## config.mk

```make
export PLATFORM = sky130hd
export DESIGN_NAME = sdram_bank_monitor
export DESIGN_NICKNAME = d
export VERILOG_FILES = /design/src/rtl/sdram_mon_pkg.sv /design/src/rtl/sdram_cmd_decode.sv /design/src/rtl/sdram_gap_counter.sv /design/src/rtl/sdram_bank_track.sv /design/src/rtl/sdram_bank_monitor.sv
export SDC_FILE = /design/constraint.sdc
export NUM_CORES = 1
export LEC_CHECK = 0
export BUFFER_PORTS_ARGS = -buffer_cell sky130_fd_sc_hd__buf_2
export CAP_MARGIN = 25
export CORE_UTILIZATION = 38
export DETAILED_ROUTE_END_ITERATION = 16
export PLACE_DENSITY_LB_ADDON = 0.08
export SLEW_MARGIN = 20
export SYNTH_ARGS = -nofsm -noshare
export SYNTH_HDL_FRONTEND = slang
export SYNTH_SLANG_ARGS = --single-unit
```

## constraint.sdc

```tcl
create_clock -name clk -period 3.46 [get_ports clk]
set_input_delay 0 -clock clk [delete_from_list [all_inputs] [get_ports clk]]
set_output_delay 0 -clock clk [all_outputs]
set_load 0.02 [all_outputs]
```

## src/rtl/sdram_mon_pkg.sv

```systemverilog
package sdram_mon_pkg;

  typedef enum logic [2:0] {
    CMD_NOP,
    CMD_ACT,
    CMD_RD,
    CMD_WR,
    CMD_PRE,
    CMD_REF,
    CMD_MRS,
    CMD_BST
  } cmd_e;

  localparam int NUM_ERR = 9;

  // Lower code = higher priority on err_code.
  localparam logic [3:0] E_NONE     = 4'd0;
  localparam logic [3:0] E_DBL_ACT  = 4'd1;
  localparam logic [3:0] E_RRD      = 4'd2;
  localparam logic [3:0] E_RW_IDLE  = 4'd3;
  localparam logic [3:0] E_RCD      = 4'd4;
  localparam logic [3:0] E_RAS_MIN  = 4'd5;
  localparam logic [3:0] E_RAS_MAX  = 4'd6;
  localparam logic [3:0] E_REF_OPEN = 4'd7;
  localparam logic [3:0] E_RFC      = 4'd8;
  localparam logic [3:0] E_MRD      = 4'd9;

endpackage

```

## src/rtl/sdram_cmd_decode.sv

```systemverilog
module sdram_cmd_decode
  import sdram_mon_pkg::*;
(
  input  logic cs_n,
  input  logic ras_n,
  input  logic cas_n,
  input  logic we_n,
  output cmd_e cmd
);

  // strobe decode, chip select gates everything.
  always_comb begin
    if (cs_n) begin
      cmd = CMD_NOP;
    end else begin
      case ({ras_n, cas_n, we_n})
        3'b011:  cmd = CMD_ACT;
        3'b101:  cmd = CMD_RD;
        3'b100:  cmd = CMD_WR;
        3'b010:  cmd = CMD_PRE;
        3'b001:  cmd = CMD_REF;
        3'b000:  cmd = CMD_MRS;
        3'b110:  cmd = CMD_BST;
        default: cmd = CMD_NOP;
      endcase
    end
  end

endmodule

```

## src/rtl/sdram_gap_counter.sv

```systemverilog
module sdram_gap_counter #(
  parameter int LIMIT = 4
) (
  input  logic clk,
  input  logic rst_n,
  input  logic restart,
  output logic too_close
);

  localparam int CW = (LIMIT < 2) ? 1 : $clog2(LIMIT + 1);
  localparam logic [CW-1:0] SAT = CW'(LIMIT);

  // Cycles since the last restart, saturating at LIMIT.
  logic [CW-1:0] gap;

  always_ff @(posedge clk) begin
    if (!rst_n) begin
      gap <= SAT;
    end else if (restart) begin
      gap <= CW'(1);
    end else if (gap != SAT) begin
      gap <= gap + CW'(1);
    end
  end

  assign too_close = (gap < SAT);

  generate
    if (LIMIT > 1) begin : g_chk
      // Shared by the R4, R9 and R10 windows.
      p_window_after_restart_r9: assert property (@(posedge clk) disable iff (!rst_n)
        restart |=> too_close);
    end
  endgenerate

endmodule

```

## src/rtl/sdram_bank_track.sv

```systemverilog
module sdram_bank_track #(
  parameter int ROW_W     = 12,
  parameter int T_RCD     = 4,
  parameter int T_RAS_MIN = 9,
  parameter int T_RAS_MAX = 20000,
  parameter int AP_CYCLES = 4
) (
  input  logic             clk,
  input  logic             rst_n,
  input  logic             act_hit,
  input  logic             rw_hit,
  input  logic             rw_auto,
  input  logic             pre_hit,
  input  logic [ROW_W-1:0] row_in,
  output logic             active,
  output logic [ROW_W-1:0] open_row,
  output logic             err_dbl_act,
  output logic             err_rw_idle,
  output logic             err_rcd,
  output logic             err_ras_min,
  output logic             err_ras_max
);

  localparam int CW = $clog2(T_RAS_MAX + 2);
  localparam int AW = (AP_CYCLES < 2) ? 1 : $clog2(AP_CYCLES + 1);
  localparam logic [CW-1:0] AGE_SAT = CW'(T_RAS_MAX + 1);

  logic [CW-1:0] age;
  logic [AW-1:0] ap_left;
  logic          ap_pend;

  assign ap_pend = (ap_left != '0);

  always_ff @(posedge clk) begin
    if (!rst_n) begin
      active   <= 1'b0;
      open_row <= '0;
      age      <= AGE_SAT;
      ap_left  <= '0;
    end else if (act_hit) begin
      active   <= 1'b1;
      open_row <= row_in;
      age      <= CW'(1);
      ap_left  <= '0;
    end else begin
      if (age != AGE_SAT) age <= age + CW'(1);
      if (pre_hit) begin
        active  <= 1'b0;
        ap_left <= '0;
      end else if (ap_left == AW'(1)) begin
        active  <= 1'b0;
        ap_left <= '0;
      end else if (ap_pend) begin
        ap_left <= ap_left - AW'(1);
      end else if (rw_hit && rw_auto && active) begin
        ap_left <= AW'(AP_CYCLES);
      end
    end
  end

  assign err_dbl_act = act_hit && active;
  assign err_rw_idle = rw_hit && !active;
  assign err_rcd     = rw_hit && active && (age < CW'(T_RCD));
  assign err_ras_min = pre_hit && active && (age < CW'(T_RAS_MIN));
  assign err_ras_max = active && !ap_pend && !pre_hit && (age == CW'(T_RAS_MAX));

  p_act_opens_row_r2: assert property (@(posedge clk) disable iff (!rst_n)
    act_hit |=> (active && open_row == $past(row_in)));

  p_pre_closes_r2: assert property (@(posedge clk) disable iff (!rst_n)
    (pre_hit && !act_hit) |=> !active);

  p_auto_close_r11: assert property (@(posedge clk) disable iff (!rst_n)
    (ap_left == AW'(1) && !act_hit) |=> !active);

  p_ras_max_once_r7: assert property (@(posedge clk) disable iff (!rst_n)
    err_ras_max |=> !err_ras_max);

endmodule

```

## src/rtl/sdram_bank_monitor.sv

```systemverilog
module sdram_bank_monitor
  import sdram_mon_pkg::*;
#(
  parameter int NUM_BANKS = 4,
  parameter int ROW_W     = 12,
  parameter int AP_BIT    = 10,
  parameter int T_RRD     = 4,
  parameter int T_RCD     = 4,
  parameter int T_RAS_MIN = 9,
  parameter int T_RAS_MAX = 20000,
  parameter int T_RFC     = 14,
  parameter int T_MRD     = 2,
  parameter int AP_CYCLES = 4,
  localparam int BANK_W   = $clog2(NUM_BANKS)
) (
  input  logic                       clk,
  input  logic                       rst_n,
  input  logic                       cs_n,
  input  logic                       ras_n,
  input  logic                       cas_n,
  input  logic                       we_n,
  input  logic [BANK_W-1:0]          bank,
  input  logic [ROW_W-1:0]           addr,
  output logic [NUM_BANKS-1:0]       bank_active,
  output logic [NUM_BANKS*ROW_W-1:0] open_rows,
  output logic [3:0]                 err_code,
  output logic [NUM_ERR-1:0]         err_sticky
);

  cmd_e cmd;
  logic cmd_real;
  logic rrd_close, rfc_close, mrd_close;
  logic [BANK_W-1:0] last_act_bank;

  logic [NUM_BANKS-1:0] dbl_v, idle_v, rcd_v, rmin_v, rmax_v;
  logic [NUM_ERR-1:0]   ev;
  logic [3:0]           code_nxt;

  sdram_cmd_decode u_dec (
    .cs_n (cs_n),
    .ras_n(ras_n),
    .cas_n(cas_n),
    .we_n (we_n),
    .cmd  (cmd)
  );

  assign cmd_real = (cmd != CMD_NOP);

  sdram_gap_counter #(.LIMIT(T_RRD)) u_rrd (
    .clk(clk), .rst_n(rst_n), .restart(cmd == CMD_ACT), .too_close(rrd_close));

  sdram_gap_counter #(.LIMIT(T_RFC)) u_rfc (
    .clk(clk), .rst_n(rst_n), .restart(cmd == CMD_REF), .too_close(rfc_close));

  sdram_gap_counter #(.LIMIT(T_MRD)) u_mrd (
    .clk(clk), .rst_n(rst_n), .restart(cmd == CMD_MRS), .too_close(mrd_close));

  generate
    for (genvar i = 0; i < NUM_BANKS; i++) begin : g_bank
      logic sel;
      assign sel = (bank == BANK_W'(i));

      sdram_bank_track #(
        .ROW_W    (ROW_W),
        .T_RCD    (T_RCD),
        .T_RAS_MIN(T_RAS_MIN),
        .T_RAS_MAX(T_RAS_MAX),
        .AP_CYCLES(AP_CYCLES)
      ) u_trk (
        .clk        (clk),
        .rst_n      (rst_n),
        .act_hit    ((cmd == CMD_ACT) && sel),
        .rw_hit     ((cmd == CMD_RD || cmd == CMD_WR) && sel),
        .rw_auto    (addr[AP_BIT]),
        .pre_hit    ((cmd == CMD_PRE) && (sel || addr[AP_BIT])),
        .row_in     (addr),
        .active     (bank_active[i]),
        .open_row   (open_rows[i*ROW_W +: ROW_W]),
        .err_dbl_act(dbl_v[i]),
        .err_rw_idle(idle_v[i]),
        .err_rcd    (rcd_v[i]),
        .err_ras_min(rmin_v[i]),
        .err_ras_max(rmax_v[i])
      );
    end
  endgenerate

  // One event bit per error class; bit k-1 carries code k.
  always_comb begin
    ev = '0;
    ev[int'(E_DBL_ACT)  - 1] = |dbl_v;
    ev[int'(E_RRD)      - 1] = (cmd == CMD_ACT) && rrd_close && (bank != last_act_bank);
    ev[int'(E_RW_IDLE)  - 1] = |idle_v;
    ev[int'(E_RCD)      - 1] = |rcd_v;
    ev[int'(E_RAS_MIN)  - 1] = |rmin_v;
    ev[int'(E_RAS_MAX)  - 1] = |rmax_v;
    ev[int'(E_REF_OPEN) - 1] = (cmd == CMD_REF) && (|bank_active);
    ev[int'(E_RFC)      - 1] = cmd_real && rfc_close;
    ev[int'(E_MRD)      - 1] = cmd_real && mrd_close;
  end

  // Lowest code wins.
  always_comb begin
    code_nxt = E_NONE;
    for (int k = NUM_ERR - 1; k >= 0; k--) begin
      if (ev[k]) code_nxt = 4'(k + 1);
    end
  end

  always_ff @(posedge clk) begin
    if (!rst_n) begin
      err_code      <= E_NONE;
      err_sticky    <= '0;
      last_act_bank <= '0;
    end else begin
      err_code   <= code_nxt;
      err_sticky <= err_sticky | ev;
      if (cmd == CMD_ACT) last_act_bank <= bank;
    end
  end

  p_sticky_keeps_r12: assert property (@(posedge clk) disable iff (!rst_n)
    (err_sticky != '0) |=> ((err_sticky & $past(err_sticky)) == $past(err_sticky)));

  p_code_in_sticky_r12: assert property (@(posedge clk) disable iff (!rst_n)
    (err_code != E_NONE) |-> err_sticky[err_code - 4'd1]);

  p_ref_open_flags_r8: assert property (@(posedge clk) disable iff (!rst_n)
    ((cmd == CMD_REF) && (bank_active != '0)) |=> (err_code != E_NONE));

endmodule

```

# After elaboration in Yosys (flattened, before gate mapping)

Cells that the tools add are included.

Register bits after elaboration: 148
Bits of input ports: 20
Output and inout port bits: 65
Word-level logic and storage cells: 248

$add $sub $neg: 11
$lt $le $gt $ge: 11
Equality and inequality tests: 31
Multiplexer cells: 45
Bitwise gates (word level): 2
Reduce and logical (&&, ||, !) cells: 118

Operators by type and width:

| cell                                                         | count |
|---|---|
| 2-to-1 mux 15 bit                                            | 8 |
| logical AND 1 bit                                            | 61 |
| adder 15 x 1 -> 15 bit (second input constant)               | 4 |
| equality test 15 bit (second input constant)                 | 4 |
| less-than comparator 15 x 3 -> 1 bit (second input constant) | 4 |
| less-than comparator 15 x 4 -> 1 bit (second input constant) | 4 |
| != test 15 bit (second input constant)                       | 4 |
| 2-to-1 mux 3 bit                                             | 15 |
| OR reduction 4 bit                                           | 10 |
| nonzero test 3 bit                                           | 9 |
| OR reduction 23 bit                                          | 1 |
| nonzero test 2 bit                                           | 11 |
| one-hot mux 3 bit (7 select lines)                           | 1 |
| equality test 3 x 1 -> 1 bit (second input constant)         | 6 |
| equality test 3 bit (second input constant)                  | 6 |
| 2-to-1 mux 4 bit                                             | 4 |
| 2-to-1 mux 1 bit                                             | 13 |
| equality test 3 x 2 -> 1 bit (second input constant)         | 4 |
| zero test 1 bit                                              | 12 |
| subtractor 3 x 1 -> 3 bit (second input constant)            | 4 |
| OR reduction 10 bit                                          | 1 |
| OR reduction 2 bit                                           | 5 |
| OR 9 bit                                                     | 1 |
| 2-to-1 mux 2 bit                                             | 4 |
| 17 further kinds                                             | 22 |

# Longest topological paths before layout

Word-level depth: 15
Depth in mapped cells: 7
Mapped depth without buffers: 7

# Modules after synthesis

From an unflattened synthesis, not the netlist that was laid out.

Cells, all modules: 846
Area, all modules: 7,495.9 µm²

Modules (own cells, without submodules):

| module                     | instances | cells each | area each (µm²) | sequential area each (µm²) |
|---|---|---|---|---|
| sdram_bank_track           | 4         | 174        | 1,546.5         | 620.6 |
| sdram_bank_monitor         | 1         | 92         | 768.2           | 300.3 |
| sdram_gap_counter at u_rfc | 1         | 21         | 201.4           | 80.1 |
| sdram_gap_counter at u_rrd | 1         | 19         | 183.9           | 60.1 |
| sdram_gap_counter at u_mrd | 1         | 10         | 108.9           | 40.0 |
| sdram_cmd_decode           | 1         | 8          | 47.5            | 0.0 |

# Least setup slack after synthesis

OpenSTA, ideal clock, no wires.

Kind: register -> register
Start: reg g_bank[1].u_trk.age[0]
End: reg err_code[3]
Setup time: 88 ps
Data arrival time: 1,760 ps
Data required time: 3,372 ps
Slack: 1,612 ps
Cell stages (with the launch flop): 8
Path buffers: 0
Period minus slack after synthesis: 1,848 ps
Path through: dfxtp_1 inv_1 ha_1 nand3_1 nor4_1 or4_4 or2_1 nor4_2

Word-level cells in the longest chain between the ends: 3
Elaborated cells between the ends (all ways): 7
Classes of those cells: 2 x order compare; 1 x eq/ne; 4 x reduce/logical

RTL lines:

| element                                                      | RTL line                                                               | text |
|---|---|---|
| start: declaration                                           | sdram_bank_track.sv:28                                                 | `logic [CW-1:0] age;` |
| start signal: assignment                                     | sdram_bank_track.sv:46                                                 | `if (age != AGE_SAT) age <= age + CW'(1);` |
| less-than comparator 15 x 4 -> 1 bit (tied with other cells) | sdram_bank_track.sv:64                                                 | `assign err_ras_min = pre_hit && active && (age < CW'(T_RAS_MIN));` |
| logical AND 1 bit (on tied branches)                         | sdram_bank_track.sv:64, sdram_bank_track.sv:63, sdram_bank_track.sv:65 |  |
| OR reduction 23 bit (no line) (*)                            | -                                                                      |  |
| end signal: assignment                                       | sdram_bank_monitor.sv:116                                              | `err_code <= code_nxt;` |
| end: declaration                                             | sdram_bank_monitor.sv:26                                               | `output logic [3:0] err_code,` |

Mark *: on every way between the ends. The rest lies on a longest branch, timed or not.
A chain may end at the register's enable or synchronous reset.

# Worst setup path in the final report

Start: in we_n
End: reg err_code[3]

Word-level cells in the longest chain between the ends: 9
Elaborated cells between the ends (all ways): 72
Classes of those cells: 11 x eq/ne; 4 x mux; 57 x reduce/logical

RTL lines:

| element                                                             | RTL line                                           | text |
|---|---|---|
| start: declaration                                                  | sdram_bank_monitor.sv:21                           | `input logic we_n,` |
| equality test 3 bit (tied with other cells)                         | sdram_cmd_decode.sv:16                             | `case ({ras_n, cas_n, we_n})` |
| one-hot mux 3 bit (7 select lines) (*)                              | sdram_cmd_decode.sv:16                             |  |
| 2-to-1 mux 3 bit (*)                                                | sdram_cmd_decode.sv:13                             | `if (cs_n) begin` |
| equality test 3 bit or equality test 3 x 2 -> 1 bit (tied branches) | sdram_bank_monitor.sv:75, sdram_bank_monitor.sv:73 |  |
| logical AND 1 bit or logical OR 1 bit (tied branches)               | sdram_bank_monitor.sv:75, sdram_bank_monitor.sv:73 |  |
| zero test 1 bit or logical AND 1 bit (tied branches)                | sdram_bank_track.sv:65, sdram_bank_monitor.sv:73   |  |
| logical AND 1 bit (on tied branches) (2 in a row)                   | sdram_bank_track.sv:65, sdram_bank_track.sv:63     |  |
| OR reduction 23 bit (no line)                                       | -                                                  |  |

Marked as above.

==> metrics.md <==
| Metric | Value |
|---|---|
| Clk_lat worst skew | 0.42 ns |
| Ys flop type | dfxtp_1 |
| Routed vias | 5820 |
| Internal power | 3.55 mW |
| Drt via density | 5.12 |
| H-Tree Depth | 4 |
| Startpoint Class | primary input |
| Crit Path Class | in2reg |
| Critical path arrival | 2.66 ns |
| Sw frac | 29.7% |
| Worst-Margin Slew | 0.746 ns |
| Total gr overflow | 0 |
| Drt wl/cell | 15.3 um |
| Post-CTS setup repair buffer count | 0 |
| Number of synthesized flops with an enable pin | 0 |
| Cell row count | 47 |
| CTS Buf Count | 17 |
| Sequential power share | 40.9% |
| Filler cells | 1655 |
| Synthesized area | 0.00654 mm^2 |
| HP Start | cs_n |
| Syn Area/Cell | 8.14 um^2 |
| Final WL | 17.4 mm |
| Worst Skew | 0.00809 ns |
| CP max stage cell | or4_4 |
| I/O Pins | 85 |
| Hold slack | 0.0487 ns |
| Commonest non-fill, non-tap cell in the layout | dfxtp_1 |
| Port bufs | 84 |
| Maximum operating frequency | 0.428 GHz |
| Worst-path cell chain | dlygate4sd3_1 > buf_2 > nor4b_4 > o21a_1 > nor4_1 > or4_4 > or2_1 > nor4_2 |
| Clock period minus worst slack | 2.34 ns |
| Gr usage total | 20.5% |
| Largest net degree at the start of global routing | 49 |
| Fin. max-slew vios | 0 |
| YS warnings | 0 |
| Synth cell types | 47 |
| Final hold vios | 0 |
| FF-to-FF path depth | 6 |
| Worst-path clk slew | 0.06 ns |
| Die height | 133 um |
| Share of cells above drive strength 1 | 14.0% |
| Net Count, Synth | 845 |
| Part of the power in combinational logic | 21.5% |
| WHS Path Cells | 4 |
| Multi-input logic area | 0.00334 mm^2 |
| R2r startpoint | g_bank[2].u_trk.active |
| Drt first pass iters | 5 |
| Flop2flop setup slack | 1.26 ns |
| Longest Clk Path Bufs | 2 |
| Clk pwr share | 37.6% |
| Sw power | 1.50 mW |
| Core area | 0.0167 mm^2 |
| Max Cap Viol | 0 |
| # diodes | 0 |
| Worst setup EP type | flop |
| Routability cong. | 0.871 |
| Unrepaired setup endpoints after global routing | no |
| IR drop worst, VDD | 0.389 mV |
| Seq/Total Area, Yosys | 45.3% |
| CTS tree | yes |
| Setup TNS | 0 ns |
| TritonCTS Sinks | 148 |
| Max transition margin | 49.8% |
| Initial antenna violation count | 0 |
| Post-CTS Resized | 0 |
| Delay of the slowest critical-path stage | 0.56 ns |
| Iteration-0 DRC Markers | 333 |
| First-pass GRT wire length | 28.8 mm |
| FF-to-FF End | err_code[3] |
| Hold worst-path end | err_sticky[7] |
| Worst path required time | 3.79 ns |
| Die extent in x | 133 um |
| HPWL after DPL | 12.5 mm |
| LEAKAGE | 3.17 nW |
| Starting density of the core | 39.2% |
| Area grow syn2layout | 21.9% |
| Number of global-route vias before repair | 5616 |
| Commonest cells after routing, fill and taps aside | dfxtp_1, nand2_1, nor2_1, buf_2, a21oi_1 |
| Root buffer cell | clkbuf_16 |
| Ys async rst share | 0% |
| Total die area | 0.0177 mm^2 |
| Antenna-violating nets left | 0 |
| Register area | 0.00296 mm^2 |
| Fin nets | 945 |
| Yosys reg bits | 148 |
| Drt drc | 0 |
| P per Cell Area | 634 mW/mm^2 |
| Final setup viols | 0 |
| CP Max Fanout | 6 |
| Status | finished, final reports clean |
| Hold Crit Class | in2reg |
| Post-route clock period utilization | 67.5% |
| Cells after Synth | 804 |
-- routing by layer --
| metal | global-route usage [%] | wire length (um) |
|---|---|---|
| met1 | 27.9 | 8420 |
| met2 | 32.3 | 7960 |
| met3 | 4.15 | 807 |
| met4 | 7.32 | 218 |
| met5 | 0 | 0 |
-- per-stage QoR --
step                setup WS, ns  instance area (um^2)  cells  utilization, %  power [mW]
global placement            1.36                  7170   1085            42.9        3.10
global route                1.03                  7980   1136            47.8        5.38
detailed placement          1.28                  7170   1085            42.9        3.16
floorplan                   1.61                  6540    804               -        2.89
CTS                         1.18                  7980   1136            47.8        5.10
finish                      1.12                  7980   1136            47.8        5.05
-- worst max-delay path: cells and delay by family --
| family | cells | cell delay [ns] |
|---|---|---|
| compound gates | 1 | 0.25 |
| buf+inv | 2 | 0.69 |
| simple gates | 5 | 1.72 |
-- worst max-delay path by stage --
stage | start | endpoint | slack (ns)
after detailed placement | cs_n | err_code[3] | 1.28
final | we_n | err_code[3] | 1.12
after global routing | we_n | err_code[3] | 1.03
after global placement | cs_n | err_code[3] | 1.36
after CTS | we_n | err_code[3] | 1.18
after floorplan | g_bank[1].u_trk.age[0] | err_code[3] | 1.61
-- repair_timing --
action	4_1_cts	5_1_grt
endpoints found under the hold margin	53	0
hold buffers	20	0
endpoints found under the setup margin	0	0
-- power groups by stage --
| stage | Combinational [mW] | Sequential [mW] | Clock, mW |
|---|---|---|---|
| floorplan | 0.821 | 2.07 | 0 |
| global placement | 1.02 | 2.09 | 0 |
| detailed placement | 1.06 | 2.10 | 0 |
| CTS | 1.09 | 2.06 | 1.94 |
| global route | 1.26 | 2.09 | 2.03 |
| finish | 1.09 | 2.07 | 1.90 |
-- final cells by class --
cell class | count | area share, %
Multi-Input combinational cell | 595 | 41.9
Sequential cell | 148 | 37.1
Timing Repair Buffer | 110 | 8.35
Clock buffer | 22 | 6.07
Tap cell | 220 | 3.45
Clock inverter | 9 | 1.58
Inverter | 32 | 1.51
-- cell families (layout without fill, tap and decap cells) --
group                      count (synthesis)  in the layout  share of synthesized area (%)
AOI/OAI and AO/OA                        141            141                           12.1
xor gates and xnor gates                  57             57                           7.63
adders and majority gates                 21             21                           4.02
buffers and inverters                     61            173                           3.77
DFF                                      148            148                           45.3
muxes                                      5              5                          0.975
and+or+nand+nor                          371            371                           26.3
-- Yosys cell counts (2+ instances only) --
master	instances	area (um^2)
dfxtp_1	148	2960
nand2_1	144	541
nor2_1	91	342
a21oi_1	71	355
nand3_1	51	255
o21ai_0	38	190
inv_1	31	116
xor2_1	29	254
xnor2_1	28	245
clkbuf_1	22	82.6
ha_1	21	263
and3_1	13	81.3
nor4_1	13	81.3
nor3_1	11	55.1
a211oi_1	9	67.6
and2_1	8	50.1
nand4_1	7	43.8
nor2b_1	7	43.8
nand3b_1	6	45.0
a31oi_1	5	31.3
nor4b_1	5	43.8
o21a_1	5	37.5
buf_4	4	30.0
and4_1	3	26.3
mux2i_1	3	30.0
nand2b_1	3	18.8
o31ai_1	3	22.5
buf_2	2	10.0
nor3b_1	2	15.0
o211ai_1	2	15.0
o31a_1	2	17.5
or3_1	2	12.5
-- sequential cells by signal (all words and copies together) (netlist names) --
register	flops
last_act_bank	2
g_bank.u_trk.ap_left	12
u_rrd.gap	3
err_sticky	9
u_rfc.gap	4
g_bank.u_trk.active	4
g_bank.u_trk.open_row	48
err_code	4
g_bank.u_trk.age	60
u_mrd.gap	2
No activity file was read; power rests on OpenSTA's default activity.
